File: config.mk
export PLATFORM = sky130hd
export DESIGN_NAME = irq_win_regs
export DESIGN_NICKNAME = d
export VERILOG_FILES = /design/src/rtl/irq_win_pkg.sv /design/src/rtl/irq_win_decode.sv /design/src/rtl/irq_win_entry.sv /design/src/rtl/irq_win_events.sv /design/src/rtl/irq_win_regs.sv
export SDC_FILE = /design/constraint.sdc
export NUM_CORES = 2
export LEC_CHECK = 0
export BUFFER_PORTS_ARGS = -buffer_cell sky130_fd_sc_hd__buf_4
export CAP_MARGIN = 40
export CORE_MARGIN = 5
export CORE_UTILIZATION = 35
export DETAILED_ROUTE_END_ITERATION = 6
export PLACE_DENSITY = 0.61
export SYNTH_ARGS = -nofsm -noshare
export SYNTH_HDL_FRONTEND = slang
export SYNTH_SLANG_ARGS = --single-unit
File: constraint.sdc
create_clock -name clk -period 4.8 [get_ports clk]
set_clock_uncertainty 0.05 [all_clocks]
set_input_delay 0.96 -clock clk [delete_from_list [all_inputs] [get_ports clk]]
set_output_delay 0.96 -clock clk [all_outputs]
set_load 0.02 [all_outputs]
File: src/rtl/irq_win_pkg.sv
`timescale 1ns/1ps
// Package irq_win_pkg
// Shared constants for the interrupt routing register window: device offsets,
// select codes and the bit positions of routing-entry fields.
package irq_win_pkg;
    // Device byte offsets
    localparam logic [7:0]  OFS_SELECT = 8'h00;
    localparam logic [7:0]  OFS_WINDOW = 8'h10;

    // Select codes below the table
    localparam logic [31:0] SEL_IDENT  = 32'h0000_0000;
    localparam logic [31:0] SEL_VERS   = 32'h0000_0001;
    localparam logic [31:0] SEL_ARBIT  = 32'h0000_0002;
    localparam logic [31:0] SEL_TABLE  = 32'h0000_0010;

    // Entry field positions (neighbouring logic decodes these)
    localparam int VEC_LO   = 0;
    localparam int DLV_LO   = 8;
    localparam int DSTM_BIT = 11;
    localparam int POL_BIT  = 13;
    localparam int RIRR_BIT = 14;
    localparam int TRIG_BIT = 15;
    localparam int MASK_BIT = 16;
    localparam int DEST_LO  = 56;

    // Entry value after reset: masked, everything else zero
    localparam logic [63:0] ENTRY_RESET = 64'h1 << MASK_BIT;
endpackage

File: src/rtl/irq_win_decode.sv
`timescale 1ns/1ps
// Module irq_win_decode
// Purely combinational decode of one bus request against the current select
// value. Produces write strobes for the select register, the identification
// register and the routing table, and the table index / half for reads.
// Assumes one request per cycle and that offsets are already device-relative.
module irq_win_decode
    import irq_win_pkg::*;
#(
    parameter int NPINS = 24,
    parameter int IDXW  = 5
) (
    input  logic            req_valid,
    input  logic            req_write,
    input  logic [7:0]      req_addr,
    input  logic [3:0]      req_size,
    input  logic [31:0]     sel_q,
    output logic            off_sel,
    output logic            off_win,
    output logic            sel_wr,
    output logic            ident_wr,
    output logic            tbl_hit,
    output logic            tbl_wr,
    output logic            tbl_hi,
    output logic [IDXW-1:0] tbl_idx
);
    logic        size_ok;
    logic        wr_ok;
    logic        in_table;
    logic [31:0] rel_sel;
    logic [31:0] idx_full;

    // Offset, size and select decode for the current request
    always_comb begin
        size_ok  = (req_size == 4'd4) || (req_size == 4'd8);
        wr_ok    = req_valid && req_write && size_ok;
        off_sel  = (req_addr == OFS_SELECT);
        off_win  = (req_addr == OFS_WINDOW);
        sel_wr   = wr_ok && off_sel;
        ident_wr = wr_ok && off_win && (sel_q == SEL_IDENT);
        in_table = (sel_q >= SEL_TABLE);
        rel_sel  = sel_q - SEL_TABLE;
        idx_full = rel_sel >> 1;
        tbl_hit  = in_table && (idx_full < 32'(NPINS));
        tbl_idx  = idx_full[IDXW-1:0];
        tbl_hi   = sel_q[0];
        tbl_wr   = wr_ok && off_win && tbl_hit;
    end
endmodule

File: src/rtl/irq_win_entry.sv
`timescale 1ns/1ps
// Module irq_win_entry
// One 64-bit routing entry. Software writes replace a 32-bit half; a lower
// half write always clears remote-IRR. The servicing logic may set
// remote-IRR through a strobe; a same-cycle lower-half write wins.
module irq_win_entry
    import irq_win_pkg::*;
(
    input  logic        clk,
    input  logic        rst_n,
    input  logic        wr_lo,
    input  logic        wr_hi,
    input  logic [31:0] wdata,
    input  logic        rirr_set,
    output logic [63:0] ent
);
    // Entry storage with half writes and remote-IRR handling
    always_ff @(posedge clk) begin
        if (!rst_n) begin
            ent <= ENTRY_RESET;
        end else begin
            if (wr_hi) begin
                ent[63:32] <= wdata;
            end
            if (wr_lo) begin
                ent[31:RIRR_BIT+1] <= wdata[31:RIRR_BIT+1];
                ent[RIRR_BIT]      <= 1'b0;
                ent[RIRR_BIT-1:0]  <= wdata[RIRR_BIT-1:0];
            end else if (rirr_set) begin
                ent[RIRR_BIT] <= 1'b1;
            end
        end
    end
endmodule

File: src/rtl/irq_win_events.sv
`timescale 1ns/1ps
// Module irq_win_events
// Registers the one-cycle mask-change event and service request that follow
// a table write. Compares against the mask value held before the write.
// Assumes tbl_idx is in range whenever tbl_wr is high.
module irq_win_events
    import irq_win_pkg::*;
#(
    parameter int NPINS = 24,
    parameter int IDXW  = 5
) (
    input  logic             clk,
    input  logic             rst_n,
    input  logic             tbl_wr,
    input  logic             tbl_hi,
    input  logic [IDXW-1:0]  tbl_idx,
    input  logic             new_mask,
    input  logic [NPINS-1:0] cur_mask,
    input  logic [NPINS-1:0] pend,
    output logic             mask_evt_valid,
    output logic [IDXW-1:0]  mask_evt_pin,
    output logic             mask_evt_val,
    output logic             svc_valid,
    output logic [IDXW-1:0]  svc_pin
);
    logic mask_flip;
    logic pin_pending;

    // Detect a mask flip and a pending pin for the write in flight
    always_comb begin
        mask_flip   = tbl_wr && !tbl_hi && (cur_mask[tbl_idx] != new_mask);
        pin_pending = tbl_wr && pend[tbl_idx];
    end

    // Mask-change event register
    always_ff @(posedge clk) begin
        if (!rst_n) begin
            mask_evt_valid <= 1'b0;
            mask_evt_pin   <= '0;
            mask_evt_val   <= 1'b0;
        end else begin
            mask_evt_valid <= mask_flip;
            if (mask_flip) begin
                mask_evt_pin <= tbl_idx;
                mask_evt_val <= new_mask;
            end
        end
    end

    // Service request register
    always_ff @(posedge clk) begin
        if (!rst_n) begin
            svc_valid <= 1'b0;
            svc_pin   <= '0;
        end else begin
            svc_valid <= pin_pending;
            if (pin_pending) begin
                svc_pin <= tbl_idx;
            end
        end
    end
endmodule

File: src/rtl/irq_win_regs.sv
`timescale 1ns/1ps
// Module irq_win_regs (top)
// Select/window register file of an I/O interrupt controller: select
// register, identification, version, arbitration and one 64-bit routing
// entry per pin. Bus is valid/ready with ready tied high; reads answer one
// cycle after acceptance. Entry fields are exported flat per pin.
// Assumes NPINS <= 256 so the pin count fits the version field.
module irq_win_regs
    import irq_win_pkg::*;
#(
    parameter int          NPINS  = 24,
    parameter logic [7:0]  VER_ID = 8'h20,
    localparam int         IDXW   = (NPINS > 1) ? $clog2(NPINS) : 1
) (
    input  logic               clk,
    input  logic               rst_n,
    input  logic               req_valid,
    output logic               req_ready,
    input  logic               req_write,
    input  logic [7:0]         req_addr,
    input  logic [3:0]         req_size,
    input  logic [63:0]        req_wdata,
    output logic               rsp_valid,
    output logic [31:0]        rsp_rdata,
    input  logic [NPINS-1:0]   pend,
    input  logic [NPINS-1:0]   rirr_set,
    output logic [NPINS*8-1:0] ent_vector,
    output logic [NPINS*3-1:0] ent_dlvmode,
    output logic [NPINS-1:0]   ent_dstmode,
    output logic [NPINS-1:0]   ent_polarity,
    output logic [NPINS-1:0]   ent_rirr,
    output logic [NPINS-1:0]   ent_trigger,
    output logic [NPINS-1:0]   ent_mask,
    output logic [NPINS*8-1:0] ent_dest,
    output logic               mask_evt_valid,
    output logic [IDXW-1:0]    mask_evt_pin,
    output logic               mask_evt_val,
    output logic               svc_valid,
    output logic [IDXW-1:0]    svc_pin
);
    localparam logic [7:0]  PIN_TOP  = 8'(NPINS - 1);
    localparam logic [31:0] VER_WORD = {8'h00, PIN_TOP, 8'h00, VER_ID};

    logic [31:0]      sel_q;
    logic [3:0]       ident_q;
    logic             off_sel, off_win, sel_wr, ident_wr;
    logic             tbl_hit, tbl_wr, tbl_hi;
    logic [IDXW-1:0]  tbl_idx;
    logic [31:0]      wword;
    logic [NPINS-1:0] wr_lo, wr_hi;
    logic [63:0]      tbl [NPINS];
    logic [31:0]      rd_word;
    logic             rd_take;

    assign req_ready = 1'b1;
    assign wword     = req_wdata[31:0];

    irq_win_decode #(.NPINS(NPINS), .IDXW(IDXW)) u_dec (
        .req_valid (req_valid),
        .req_write (req_write),
        .req_addr  (req_addr),
        .req_size  (req_size),
        .sel_q     (sel_q),
        .off_sel   (off_sel),
        .off_win   (off_win),
        .sel_wr    (sel_wr),
        .ident_wr  (ident_wr),
        .tbl_hit   (tbl_hit),
        .tbl_wr    (tbl_wr),
        .tbl_hi    (tbl_hi),
        .tbl_idx   (tbl_idx)
    );

    // Select register
    always_ff @(posedge clk) begin
        if (!rst_n)      sel_q <= '0;
        else if (sel_wr) sel_q <= wword;
    end

    // Identification register
    always_ff @(posedge clk) begin
        if (!rst_n)        ident_q <= '0;
        else if (ident_wr) ident_q <= wword[27:24];
    end

    // Per-pin entries, half-write strobes and field export
    for (genvar i = 0; i < NPINS; i++) begin : g_pin
        assign wr_lo[i] = tbl_wr && !tbl_hi && (tbl_idx == IDXW'(i));
        assign wr_hi[i] = tbl_wr &&  tbl_hi && (tbl_idx == IDXW'(i));

        irq_win_entry u_ent (
            .clk      (clk),
            .rst_n    (rst_n),
            .wr_lo    (wr_lo[i]),
            .wr_hi    (wr_hi[i]),
            .wdata    (wword),
            .rirr_set (rirr_set[i]),
            .ent      (tbl[i])
        );

        assign ent_vector[i*8 +: 8]  = tbl[i][VEC_LO +: 8];
        assign ent_dlvmode[i*3 +: 3] = tbl[i][DLV_LO +: 3];
        assign ent_dstmode[i]        = tbl[i][DSTM_BIT];
        assign ent_polarity[i]       = tbl[i][POL_BIT];
        assign ent_rirr[i]           = tbl[i][RIRR_BIT];
        assign ent_trigger[i]        = tbl[i][TRIG_BIT];
        assign ent_mask[i]           = tbl[i][MASK_BIT];
        assign ent_dest[i*8 +: 8]    = tbl[i][DEST_LO +: 8];
    end

    // Read data selection for the current request
    always_comb begin
        rd_word = '0;
        if (off_sel) begin
            rd_word = sel_q;
        end else if (off_win) begin
            if (sel_q == SEL_IDENT || sel_q == SEL_ARBIT) begin
                rd_word = {4'h0, ident_q, 24'h0};
            end else if (sel_q == SEL_VERS) begin
                rd_word = VER_WORD;
            end else if (tbl_hit) begin
                rd_word = tbl_hi ? tbl[tbl_idx][63:32] : tbl[tbl_idx][31:0];
            end
        end
    end

    assign rd_take = req_valid && !req_write;

    // Single-cycle read response register
    always_ff @(posedge clk) begin
        if (!rst_n) begin
            rsp_valid <= 1'b0;
            rsp_rdata <= '0;
        end else begin
            rsp_valid <= rd_take;
            if (rd_take) rsp_rdata <= rd_word;
        end
    end

    irq_win_events #(.NPINS(NPINS), .IDXW(IDXW)) u_evt (
        .clk            (clk),
        .rst_n          (rst_n),
        .tbl_wr         (tbl_wr),
        .tbl_hi         (tbl_hi),
        .tbl_idx        (tbl_idx),
        .new_mask       (wword[MASK_BIT]),
        .cur_mask       (ent_mask),
        .pend           (pend),
        .mask_evt_valid (mask_evt_valid),
        .mask_evt_pin   (mask_evt_pin),
        .mask_evt_val   (mask_evt_val),
        .svc_valid      (svc_valid),
        .svc_pin        (svc_pin)
    );
endmodule

==> impl_metrics.py <==
metrics = {
    "run_status": {
        "status": "finished, violations left",
        "failed_checks": "design-rule violations",
    },
    "synth": {
        "yosys_warnings": 0,
        "synth_fa_ha_area_share_pct": 0.0159,
        "synth-xor-area-share_pct": 0.0334,
        "synthMuxAreaShare_pct": 13.2,
        "synth_compound_area_share_pct": 21.9,
        "syn-num-nets": 9134,
        "synth_largest_area_cell": "dfxtp_1",
        "postSynth.asyncResetShare_pct": 0,
        "synth_ff_type": "dfxtp_1",
        "ys_seq_area_share_pct": 41.2,
        "synth_area_um2": 78600,
        "synthTopCellsByArea": "dfxtp_1, mux4_2, nand3_1",
        "synthCells": 9005,
        "yosysUniqueCellTypes": 62,
        "synth_edf_count": 0,
        "synth_seq_cells": 1618,
        "synth.top_cell.area_share_pct": 41.2,
        "syn_area_per_cell_um2": 8.73,
        "synth_top_family_by_area": "compound AO/OA/AOI/OAI gates",
        "synth-simple-area-share_pct": 11.8,
    },
    "grt": {
        "grt_pass1_wl_um": 496000,
        "grt_pass1_vias": 68000,
        "grt_antenna_before_repair": 36,
        "grt_max_degree": 222,
        "grt-ovfl-total": 0,
        "grt_usage_pct": 28.1,
    },
    "critical_path": {
        "required_ps": 5490,
        "cp_max_fo": 221,
        "criticalPathCategory": "flop to flop",
        "setup.worst_path.start_class": "flop",
        "endpoint_kind": "flop",
        "cp.arrival_ps": 4890,
        "slowest_stage": "buf_12",
        "worstPathCellList": "buf_4 -> inv_4 -> ha_2 -> nor4b_1 -> buf_4 -> nand4_1 -> nor4_1 -> a2111oi_4 -> o2111ai_4 -> buf_12 -> buf_12 -> o21ai_0 -> a21oi_1",
        "cpPeakStageDelay_ps": 600,
    },
    "timing": {
        "worst_pin_slew_ps": 1320,
        "fin_crit_sh_pct": 87.6,
        "relSlewSlack_pct": 11.8,
        "setup_viol": 0,
        "max_freq_mhz": 238,
        "hold_viol": 0,
        "post-route-min-period_ps": 4200,
        "slew_violations": 0,
        "rsz0062_at_grt": "false",
    },
    "layout": {
        "final_area_um2": 87900,
        "multi_input_area_um2": 37100,
        "layout-drive-gt1-share_pct": 20.8,
        "fillers": 22000,
        "seqCellArea_um2": 32400,
        "final_cell_mix": "dfxtp_1, nand3_1, a21oi_1",
        "areaGrowthSynthToFinish_pct": 11.8,
        "nets": 8579,
        "fin_util_pct": 39.2,
        "layout_commonest_cell": "dfxtp_1",
    },
    "power_and_ir_drop": {
        "ir_drop_uv": 311,
        "power_density_nw_per_um2": 323,
        "cellLeakagePower_uw": 0.0282,
    },
    "drt": {
        "wl_met2_um": 149000,
        "wl_per_cell_um": 30.2,
        "final_antenna_net_count": 0,
        "num_vias": 73500,
        "wl_met3_um": 44200,
        "drc": 4,
        "top_layer_used": "met5",
        "routed_via_density": 6.34,
        "drtPass1Iterations": 7,
        "m1WireLength_um": 129000,
        "totalWireLength_um": 350000,
        "drt_iter0_drc": 11600,
    },
    "cts": {
        "cts_sinks": 1618,
        "hold_buffers": 0,
        "cts_buffer_depth": 3,
        "cts_tree": "done",
        "post_cts_resized": 0,
        "h-tree-depth": 4,
        "cts_root_buffer": "clkbuf_16",
        "clk_latency_ps": 850,
        "numCtsBuffers": 179,
        "cts_setup_buffers": 0,
        "clk_pin_slew_ps": 60,
    },
    "floorplanning": {
        "ios": 751,
        "rows": 174,
        "die_width_um": 484,
        "core_area_um2": 224000,
        "start_util_pct": 35.1,
        "die_h_um": 484,
        "die-area_um2": 234000,
    },
    "placed_design": {
        "portBuffers": 717,
        "dpl_cell_area_um2": 82000,
        "gp_congestion": 0.895,
        "hpwl_um": 226000,
    },
    "run": {
        "drv_cap": 0,
    },
    "worst_hold_path": {
        "min_path_type": "input port to flop",
    },
}
==> cells by family after synthesis <==
kind of cell               Yosys count
AOI/OAI and AO/OA                 3310
and+or+nand+nor                   1851
other                                1
DFF                               1618
muxes                              471
xor gates and xnor gates             3
buffers and inverters             1750
adders and majority gates            1
==> cells in the mapped netlist (3+ instances only) <==
master / n
a21oi_1: 1565
o21ai_1: 998
o22ai_1: 8
and2_1: 3
nand2_1: 92
buf_4: 699
o31ai_1: 3
buf_2: 65
a22oi_1: 24
o31a_1: 7
buf_1: 64
a221o_1: 65
a31oi_1: 3
or2_2: 4
clkbuf_1: 915
dfxtp_1: 1618
nor3b_1: 3
o21ai_0: 570
mux2i_1: 17
nand2b_1: 5
nor4_1: 10
inv_1: 3
nor2_1: 37
or3_1: 21
o221ai_1: 23
a211oi_1: 4
nand3_1: 1577
nor3_1: 43
nor2b_1: 3
nand4_1: 8
and3_1: 30
or4_1: 4
a21o_1: 23
mux4_2: 454
==> worst max-delay path, delay by kind of cell (launching register included) <==
family                     cells  cell delay, ps
AOI/OAI and AO/OA              4             660
adders and majority gates      1             220
buffers and inverters          5            1620
DFF                            1             310
and+or+nand+nor                3             930
==> power breakdown <==
group	total, uW	switching (uW)	internal, uW
Combinational	874	706	168
Clock	14000	6050	7990
Sequential	13500	17.5	13400
Total	28400	6770	21600
==> state kept, by name, indices dropped and copies added (netlist names) <==
name,flops
u_evt.svc_pin,5
u_evt.mask_evt_val,1
ident_q,4
rsp_rdata,32
rsp_valid,1
u_evt.mask_evt_valid,1
u_evt.mask_evt_pin,5
sel_q,32
u_evt.svc_valid,1
g_pin.u_ent.ent,1536
==> through the flow <==
stage	power, uW	hold slack [ps]	setup TNS [ps]	setup slack, ps	instances
global route	29100	338	0	369	11600
detailed placement	14600	405	-13.4	-13.4	11300
floorplan	14200	396	0	190	9005
finish	28400	351	0	597	11600
global placement	14600	396	0	56.1	11200
CTS	28400	296	0	712	11600
==> final cells by class <==
type | count | share of cell area (%)
tap | 2992 | 4.26
clock inverter | 46 | 0.659
clock buffer | 272 | 6.05
sequential | 1618 | 36.9
antenna | 17 | 0.0484
inverter | 5 | 0.0327
multi-input combinational | 5637 | 42.3
timing repair buffer | 1009 | 9.84
==> per-layer routing <==
layer  track usage, %  vias to the layer above
li1                 -                    31200
met3             8.80                      989
met4             18.4                       20
met1             35.7                    36200
met2             41.2                     5035
met5                0                        -
==> worst paths after layout <==
kind	start	endpoint	slack [ps]	depth (start not counted)
max	sel_q[4]	g_pin[9].u_ent.ent[54]	600	13
min	rirr_set[17]	g_pin[17].u_ent.ent[14]	350	3
max reg2reg	sel_q[4]	g_pin[9].u_ent.ent[54]	600	13
min reg2reg	u_evt.svc_pin[1]	u_evt.svc_pin[1]	410	2
No activity file was read; power rests on OpenSTA's default activity.
